==> src/rtl/seg_buf_tx.sv <==
module seg_buf_tx #(
  parameter int ADDR_W  = 11,
  parameter int SEG_LG  = 4,
  parameter int SZ_W    = ADDR_W - 1,
  parameter int SEG_W   = ADDR_W - SEG_LG
) (
  input  logic              clk,
  input  logic              rst_n,
  input  logic              start,
  input  logic              seg_mode,
  input  logic [SZ_W-1:0]   size_w,
  input  logic [SEG_W-1:0]  seg_start,
  output logic [ADDR_W-1:0] mem_addr,
  input  logic [7:0]        mem_rdata,
  output logic [7:0]        tx_data,
  output logic              tx_k,
  output logic              tx_valid,
  input  logic              tx_ready,
  output logic              tx_running,
  output logic              tx_complete
);
  localparam int CNT_W = SZ_W + 2;
  localparam logic [7:0] K_WHOLE = 8'h1C;
  localparam logic [7:0] K_END   = 8'h3C;
  localparam logic [7:0] K_SEG   = 8'h5C;

  typedef enum logic [2:0] {S_IDLE, S_SOF, S_SEG, S_DATA, S_EOF, S_CKH, S_CKL} st_t;

  st_t               st;
  logic [ADDR_W-1:0] ptr;
  logic [CNT_W-1:0]  left;
  logic [15:0]       sum;
  logic [15:0]       chk;
  logic              mode_q;
  logic [SEG_W-1:0]  seg_q;
  logic              fire;

  assign tx_valid   = (st != S_IDLE);
  assign tx_running = tx_valid;
  assign fire       = tx_valid & tx_ready;
  assign chk        = ~sum;
  assign mem_addr   = (st == S_DATA && fire) ? ptr + 1'b1 : ptr;

  always_comb begin
    tx_k    = 1'b0;
    tx_data = 8'h00;
    case (st)
      S_SOF:  begin tx_k = 1'b1; tx_data = mode_q ? K_SEG : K_WHOLE; end
      S_SEG:  tx_data = 8'(seg_q);
      S_DATA: tx_data = mem_rdata;
      S_EOF:  begin tx_k = 1'b1; tx_data = K_END; end
      S_CKH:  tx_data = chk[15:8];
      S_CKL:  tx_data = chk[7:0];
      default: ;
    endcase
  end

  always_ff @(posedge clk) begin
    if (!rst_n) begin
      st          <= S_IDLE;
      ptr         <= '0;
      left        <= '0;
      sum         <= '0;
      mode_q      <= 1'b0;
      seg_q       <= '0;
      tx_complete <= 1'b0;
    end else begin
      case (st)
        S_IDLE: if (start) begin
          st          <= S_SOF;
          mode_q      <= seg_mode;
          seg_q       <= seg_start;
          ptr         <= seg_mode ? {seg_start, {SEG_LG{1'b0}}} : '0;
          left        <= {size_w, 2'b00};
          sum         <= '0;
          tx_complete <= 1'b0;
        end
        S_SOF: if (fire)
          st <= mode_q ? S_SEG : (left == '0 ? S_EOF : S_DATA);
        S_SEG: if (fire)
          st <= (left == '0) ? S_EOF : S_DATA;
        S_DATA: if (fire) begin
          ptr  <= ptr + 1'b1;
          sum  <= sum + 16'(mem_rdata);
          left <= left - 1'b1;
          if (left == CNT_W'(1)) st <= S_EOF;
        end
        S_EOF: if (fire) st <= S_CKH;
        S_CKH: if (fire) st <= S_CKL;
        S_CKL: if (fire) begin
          st          <= S_IDLE;
          tx_complete <= 1'b1;
        end
        default: st <= S_IDLE;
      endcase
    end
  end
endmodule


==> config.mk <==
export PLATFORM = sky130hd
export DESIGN_NAME = seg_buf_tx
export DESIGN_NICKNAME = d
export VERILOG_FILES = /design/src/rtl/seg_buf_tx.sv
export SDC_FILE = /design/constraint.sdc
export NUM_CORES = 1
export LEC_CHECK = 0
export ABC_CLOCK_PERIOD_IN_PS = 4900
export BUFFER_PORTS_ARGS = -buffer_cell sky130_fd_sc_hd__buf_4
export CAP_MARGIN = 20
export CORE_MARGIN = 4
export CORE_UTILIZATION = 30
export DETAILED_ROUTE_END_ITERATION = 12
export PLACE_DENSITY = 0.47
export SYNTH_ARGS = -nofsm -noshare
export SYNTH_HDL_FRONTEND = slang
export SYNTH_SLANG_ARGS = --single-unit
==> constraint.sdc <==
create_clock -name clk -period 4.9 [get_ports clk]
set_clock_uncertainty 0.05 [all_clocks]
set_input_delay 0.98 -clock clk [delete_from_list [all_inputs] [get_ports clk]]
set_output_delay 0.98 -clock clk [all_outputs]
set_load 0.01 [all_outputs]
==> results of run 1 <==
==> per-layer routing <==
layer,vias to the layer above,share of wire
met2,84,0.47
met3,12,0.047
li1,1733,-
met1,1640,0.47
met5,-,0
met4,0,0.014
==> area by class of cell <==
| class | instances | area share |
|---|---|---|
| inverter | 13 | 0.0123 |
| sequential | 51 | 0.257 |
| clock inverter | 1 | 0.00220 |
| multi-input combinational | 365 | 0.543 |
| clock buffer | 7 | 0.0359 |
| timing repair buffer | 56 | 0.106 |
| tap | 140 | 0.0441 |
==> power breakdown <==
part	internal [mW]	total, mW	switching [mW]
logic	0.390	0.896	0.506
clock network	0.205	0.368	0.163
registers	0.486	0.640	0.153
total	1.08	1.90	0.823
==> cells by family (layout without fill, tap and decap cells) <==
family | after synthesis | count (layout) | share of synthesized area
AND/OR/NAND/NOR | 188 | 188 | 0.270
AO/OA/AOI/OAI | 143 | 143 | 0.265
flip-flops | 51 | 51 | 0.303
buffers and inverters | 47 | 77 | 0.0561
XOR/XNOR | 16 | 16 | 0.0416
adder cells (fa/ha/maj) | 12 | 12 | 0.0468
multiplexers | 6 | 6 | 0.0178
==> sequential cells by signal (all words and copies together) (netlist names) <==
signal,count
left,12
mode_q,1
ptr,11
seg_q,7
st,3
sum,16
tx_complete,1
==> through the flow <==
step | cell area (sq um) | hold WS [ns] | cells
2_1_floorplan | 3370 | 0.383 | 463
3_3_place_gp | 3820 | 0.397 | 625
3_5_place_dp | 3820 | 0.400 | 625
4_1_cts | 3980 | 0.409 | 633
5_1_grt | 3980 | 0.440 | 633
6_report | 3980 | 0.408 | 633
==> worst max-delay path, delay by kind of cell, from the launching register on <==
kind	cells	cell delay (ns)
flip-flops	1	1.01
XOR/XNOR	1	0.16
AND/OR/NAND/NOR	3	1.14
buffers and inverters	1	0.14
==> placed cells by master, fill, tap and decap left out, types with 7 or more instances in the layout <==
| cell type | netlist | layout |
|---|---|---|
| nand2_1 | 63 | 63 |
| buf_4 | 1 | 56 |
| dfxtp_1 | 51 | 51 |
| nor2_1 | 46 | 46 |
| a21oi_1 | 43 | 43 |
| o21ai_0 | 40 | 40 |
| nor3_1 | 19 | 19 |
| nand3_1 | 13 | 13 |
| inv_1 | 12 | 12 |
| ha_1 | 11 | 11 |
| xnor2_1 | 10 | 10 |
| or3_1 | 9 | 9 |
| a211oi_1 | 7 | 7 |
==> final timing paths <==
| path | startpoint | endpoint | depth (start not counted) |
|---|---|---|---|
| setup / recovery | st[0] | mem_addr[6] | 5 |
| hold / removal | seg_q[2] | seg_q[2] | 2 |
| setup reg to reg | st[0] | sum[7] | 6 |
| hold reg to reg | seg_q[2] | seg_q[2] | 2 |
==> reports/qor.csv, run 1 <==
metric;value;unit
synthTopCellsByCount;nand2_1 (63), dfxtp_1 (51), nor2_1 (46);
rrSetupSlack;1.62;ns
clock_latency;0.29;ns
start_util;0.308;
wl_per_cell;16.7;microns
cts_resized;0;
gr-total-overflow;0;
rsz0062_at_grt;no;
clock-sinks;51;
synth_cells;463;
die_x;114;microns
num_antenna_cells;0;
p_leak;1.51;nW
power;1.90;mW
relSlewSlack;0.307;
place_ws;1.49;ns
final-setup-viol-count;0;
vias_per_cell;5.48;
top_usage_layer;met2;
n_fill_cell;1203;
clockBufferDepth;2;
grt_pass1_vias;3152;
ys_warn_count;0;
met1_usage;0.230;
fmax;0.264;GHz
cts_root_buf;clkbuf_16;
fin_nets;534;
powerDensity;479;mW/mm^2
critPathMaxStageDelay;1.01;ns
ys_types;58;
synthTopCellsByArea;dfxtp_1 (30%), nand2_1 (7.0%), a21oi_1 (6.4%), o21ai_0 (5.9%), nor2_1 (5.1%);
yosysTopAreaCell;dfxtp_1;
cts-buffers-inserted;5;
io_buffers;52;
synth_top_area_frac;0.303;
multiInputGateArea;0.00216;sq mm
num_vias;3469;
drv_slew;0;
final.min_clock_period;3.78;ns
required;3.87;ns
critPathCaptureType;output pin;
status;finished clean;
gp_congestion;0.823;
syn_area;0.00337;sq mm
utilization;0.364;
drt-total-wl;10.5;mm
die_h;114;microns
yosysSeqAreaShare;0.303;
drtAntennaViolNets;0;
antenna_found_initial;0;
irDropWorstVdd;0.195;mV
crit_type;reg -> out;
dominantRegCellSynth;dfxtp_1;
hpwl;7.48;mm
io_pins;53;
postCtsSetupBuffers;0;
async_flop_share;0;
crit_fanout;28;
synth_most_common_cell;nand2_1;
grt_max_degree;36;
track_usage;0.160;
slowest_stage;dfxtp_1;
cts.hold.buffers_added;0;
area_growth;18.0;%
drive_gt1_frac;0.148;
synth_edf_count;0;
fin_tns_setup;0;ns
ys_ff_latch;51;
grt_use_met2;0.253;
tightest_slew;1.04;ns
first_iter_violations;173;
drv_cap;0;
period_share;0.772;
hp-class;reg -> reg;
cp-start-kind;register;
drc;0;
layout_setup_ws;1.12;ns
synth_area_per_cell;7.28;sq um
drt_pass1_iterations;7;
arrival;2.75;ns
regArea;0.00102;sq mm
cts_tree;yes;
crit_path_cell_trace;and4b_1, nand2_1, nor2_1, xor2_1, buf_4;
die_area;0.0130;sq mm
htree_levels;2;
rows;38;
grt_first_pass_wirelength;16.8;mm
clk_pin_slew_worst_paths;0.07;ns
syn-num-nets;505;
fp.coreArea;0.0109;sq mm
hold_viol_final;0;
met3_usage;0.0244;
No activity file was read; power rests on OpenSTA's default activity.
==> run 2: changes to the inputs <==
--- a/config.mk
+++ b/config.mk
@@ -5,7 +5,7 @@
 export SDC_FILE = /design/constraint.sdc
 export NUM_CORES = 1
 export LEC_CHECK = 0
-export ABC_CLOCK_PERIOD_IN_PS = 4900
+export ABC_CLOCK_PERIOD_IN_PS = 3600
 export BUFFER_PORTS_ARGS = -buffer_cell sky130_fd_sc_hd__buf_4
 export CAP_MARGIN = 20
 export CORE_MARGIN = 4
==> constraint.sdc (replaced) <==
create_clock -name clk -period 3.6 [get_ports clk]
set_clock_uncertainty 0.05 [all_clocks]
set_input_delay 0.72 -clock clk [delete_from_list [all_inputs] [get_ports clk]]
set_output_delay 0.72 -clock clk [all_outputs]
set_load 0.01 [all_outputs]
==> run 2 against run 1 <==
Against the previous run:
- non-clock buffer count up 8
- global-route usage is 0.39 points higher
- critical path depth stayed put
- worst setup slack got worse by 0.49 ns
- combinational power is 46% higher
- sequential power grew 28%
- via count shrank 1.0%
- cell count grew 1.3%
- utilization up 0.89 points
- register-to-register slack got worse by 0.62 ns
- power is 44% higher
- clock power is 67% higher
==> reports/qor.csv, run 2 (synthesis gave the netlist of run 1 again) <==
metric;value;unit;change
arrival;2.20;ns;was 2.75 ns
cts-buffers-inserted;5;;unchanged
cts_resized;0;;unchanged
p_leak;1.57;nW;was 1.51 nW
area_growth;20.9;%;was 18.0%
drv_cap;0;;unchanged
largest_reg_flops;16;;unchanged
io_pins;53;;unchanged
grt_pass1_vias;3254;;was 3152
die_area;0.0130;sq mm;unchanged
n_fill_cell;1204;;was 1203
layout_commonest_cell;buf_4;;was nand2_1
cp-start-kind;register;;unchanged
powerDensity;673;mW/mm^2;was 479 mW/mm^2
relSlewSlack;0.533;;was 0.307
clockBufferDepth;2;;unchanged
rr_worst_depth;4;;was 6
reg_top3;sum (16), left (12), ptr (11);;unchanged
reg2reg_to;left[9];;was sum[7]
die_h;114;microns;unchanged
fp.coreArea;0.0109;sq mm;unchanged
irDropWorstVdd;0.310;mV;was 0.195 mV
final_cell_mix;buf_4 (64), nand2_1 (63), dfxtp_1 (51), nor2_1 (46), a21oi_1 (43);;was nand2_1 (63), buf_4 (56), dfxtp_1 (51), nor2_1 (46), a21oi_1 (43)
drv_slew;0;;unchanged
num_vias;3433;;was 3469
rsz0062_at_grt;no;;unchanged
drt_pass1_iterations;6;;was 7
antenna_found_initial;0;;unchanged
vias_per_cell;5.36;;was 5.48
drc;0;;unchanged
hold_viol_final;0;;unchanged
hold_end;seg_q[0];;was seg_q[2]
grt_max_degree;36;;unchanged
clock_latency;0.29;ns;about the same
io_buffers;52;;unchanged
grt_first_pass_wirelength;17.4;mm;was 16.8 mm
fin_nets;542;;was 534
final.min_clock_period;2.97;ns;
wl_per_cell;16.3;microns;was 16.7 microns
drt-total-wl;10.5;mm;about the same
track_usage;0.164;;was 0.160
drive_gt1_frac;0.162;;was 0.148
first_iter_violations;209;;was 173
hp-class;reg -> reg;;unchanged
cts_root_buf;clkbuf_16;;unchanged
rrSetupSlack;1.00;ns;was 1.62 ns
clock-sinks;51;;unchanged
required;2.83;ns;was 3.87 ns
critPathCaptureType;output pin;;unchanged
drtAntennaViolNets;0;;unchanged
worstHoldStart;seg_q[0];;was seg_q[2]
htree_levels;2;;unchanged
status;finished clean;;unchanged
hpwl;7.81;mm;was 7.48 mm
final-setup-viol-count;0;;unchanged
crit_type;reg -> out;;unchanged
regMostFlops;sum;;unchanged
fin_tns_setup;0;ns;unchanged
rows;38;;unchanged
r2r_start;st[2];;was st[0]
gp_congestion;0.816;;was 0.823
start_util;0.308;;unchanged
die_x;114;microns;unchanged
postCtsSetupBuffers;0;;unchanged
period_share;0.824;;
clk_pin_slew_worst_paths;0.07;ns;about the same
gr-total-overflow;0;;unchanged
tightest_slew;0.699;ns;was 1.04 ns
num_antenna_cells;0;;unchanged
crit_fanout;16;;was 28
cts_tree;yes;;unchanged
fmax;0.337;GHz;
power;2.74;mW;was 1.90 mW
hold_depth;2;;unchanged
cts.hold.buffers_added;0;;unchanged
==> run 2: routing by layer <==
metal | share of wire | GRT usage | vias to the layer above
li1 | - | - | 1755
met1 | 0.48 | 0.232 | 1598
met2 | 0.46 | 0.267 | 74
met3 | 0.045 | 0.0255 | 6
met4 | 0.0074 | 0.0317 | 0
met5 | 0 | 0 | -
==> run 2: how the worst max path moves through the flow <==
stage	startpoint	endpoint	slack (ns)	cells past startpoint
2_1_floorplan	mem_rdata[0]	sum[14]	0.97	8
3_3_place_gp	mem_rdata[0]	sum[14]	0.69	10
3_5_place_dp	mem_rdata[0]	sum[14]	0.67	10
4_1_cts	st[0]	tx_data[7]	0.60	5
5_1_grt	st[1]	mem_addr[6]	0.34	5
6_report	st[1]	mem_addr[6]	0.63	5
==> run 2: through the flow <==
step	utilization	hold slack [ns]	setup slack (ns)	std cells	area [sq um]
global route	0.373	0.449	0.339	641	4070
CTS	0.373	0.424	0.603	641	4070
finish	0.373	0.422	0.632	641	4070
global placement	0.355	0.405	0.690	633	3880
detailed placement	0.355	0.414	0.671	633	3880
floorplan	-	0.383	0.969	463	3370
==> run 2: area by class of cell <==
class | instances | area (sq um) | area share
Clock buffer | 6 | 129 | 0.0316
Sequential cell | 51 | 1020 | 0.251
Multi-Input combinational cell | 365 | 2160 | 0.530
Clock inverter | 2 | 60.1 | 0.0147
Tap cell | 140 | 175 | 0.0430
Timing Repair Buffer | 64 | 480 | 0.118
Inverter | 13 | 48.8 | 0.0120
==> run 2: power by group <==
| part | internal, mW | total (mW) | switching, mW |
|---|---|---|---|
| Sequential | 0.663 | 0.818 | 0.156 |
| Combinational | 0.569 | 1.31 | 0.741 |
| Clock | 0.399 | 0.614 | 0.215 |
==> run 2: worst max-delay path: stages (launching register included) <==
cell and delay [ns]:
dfxtp_1 0.64, and4b_1 0.65, nand2_1 0.16, nor2_1 0.15
xor2_1 0.16, buf_4 0.14
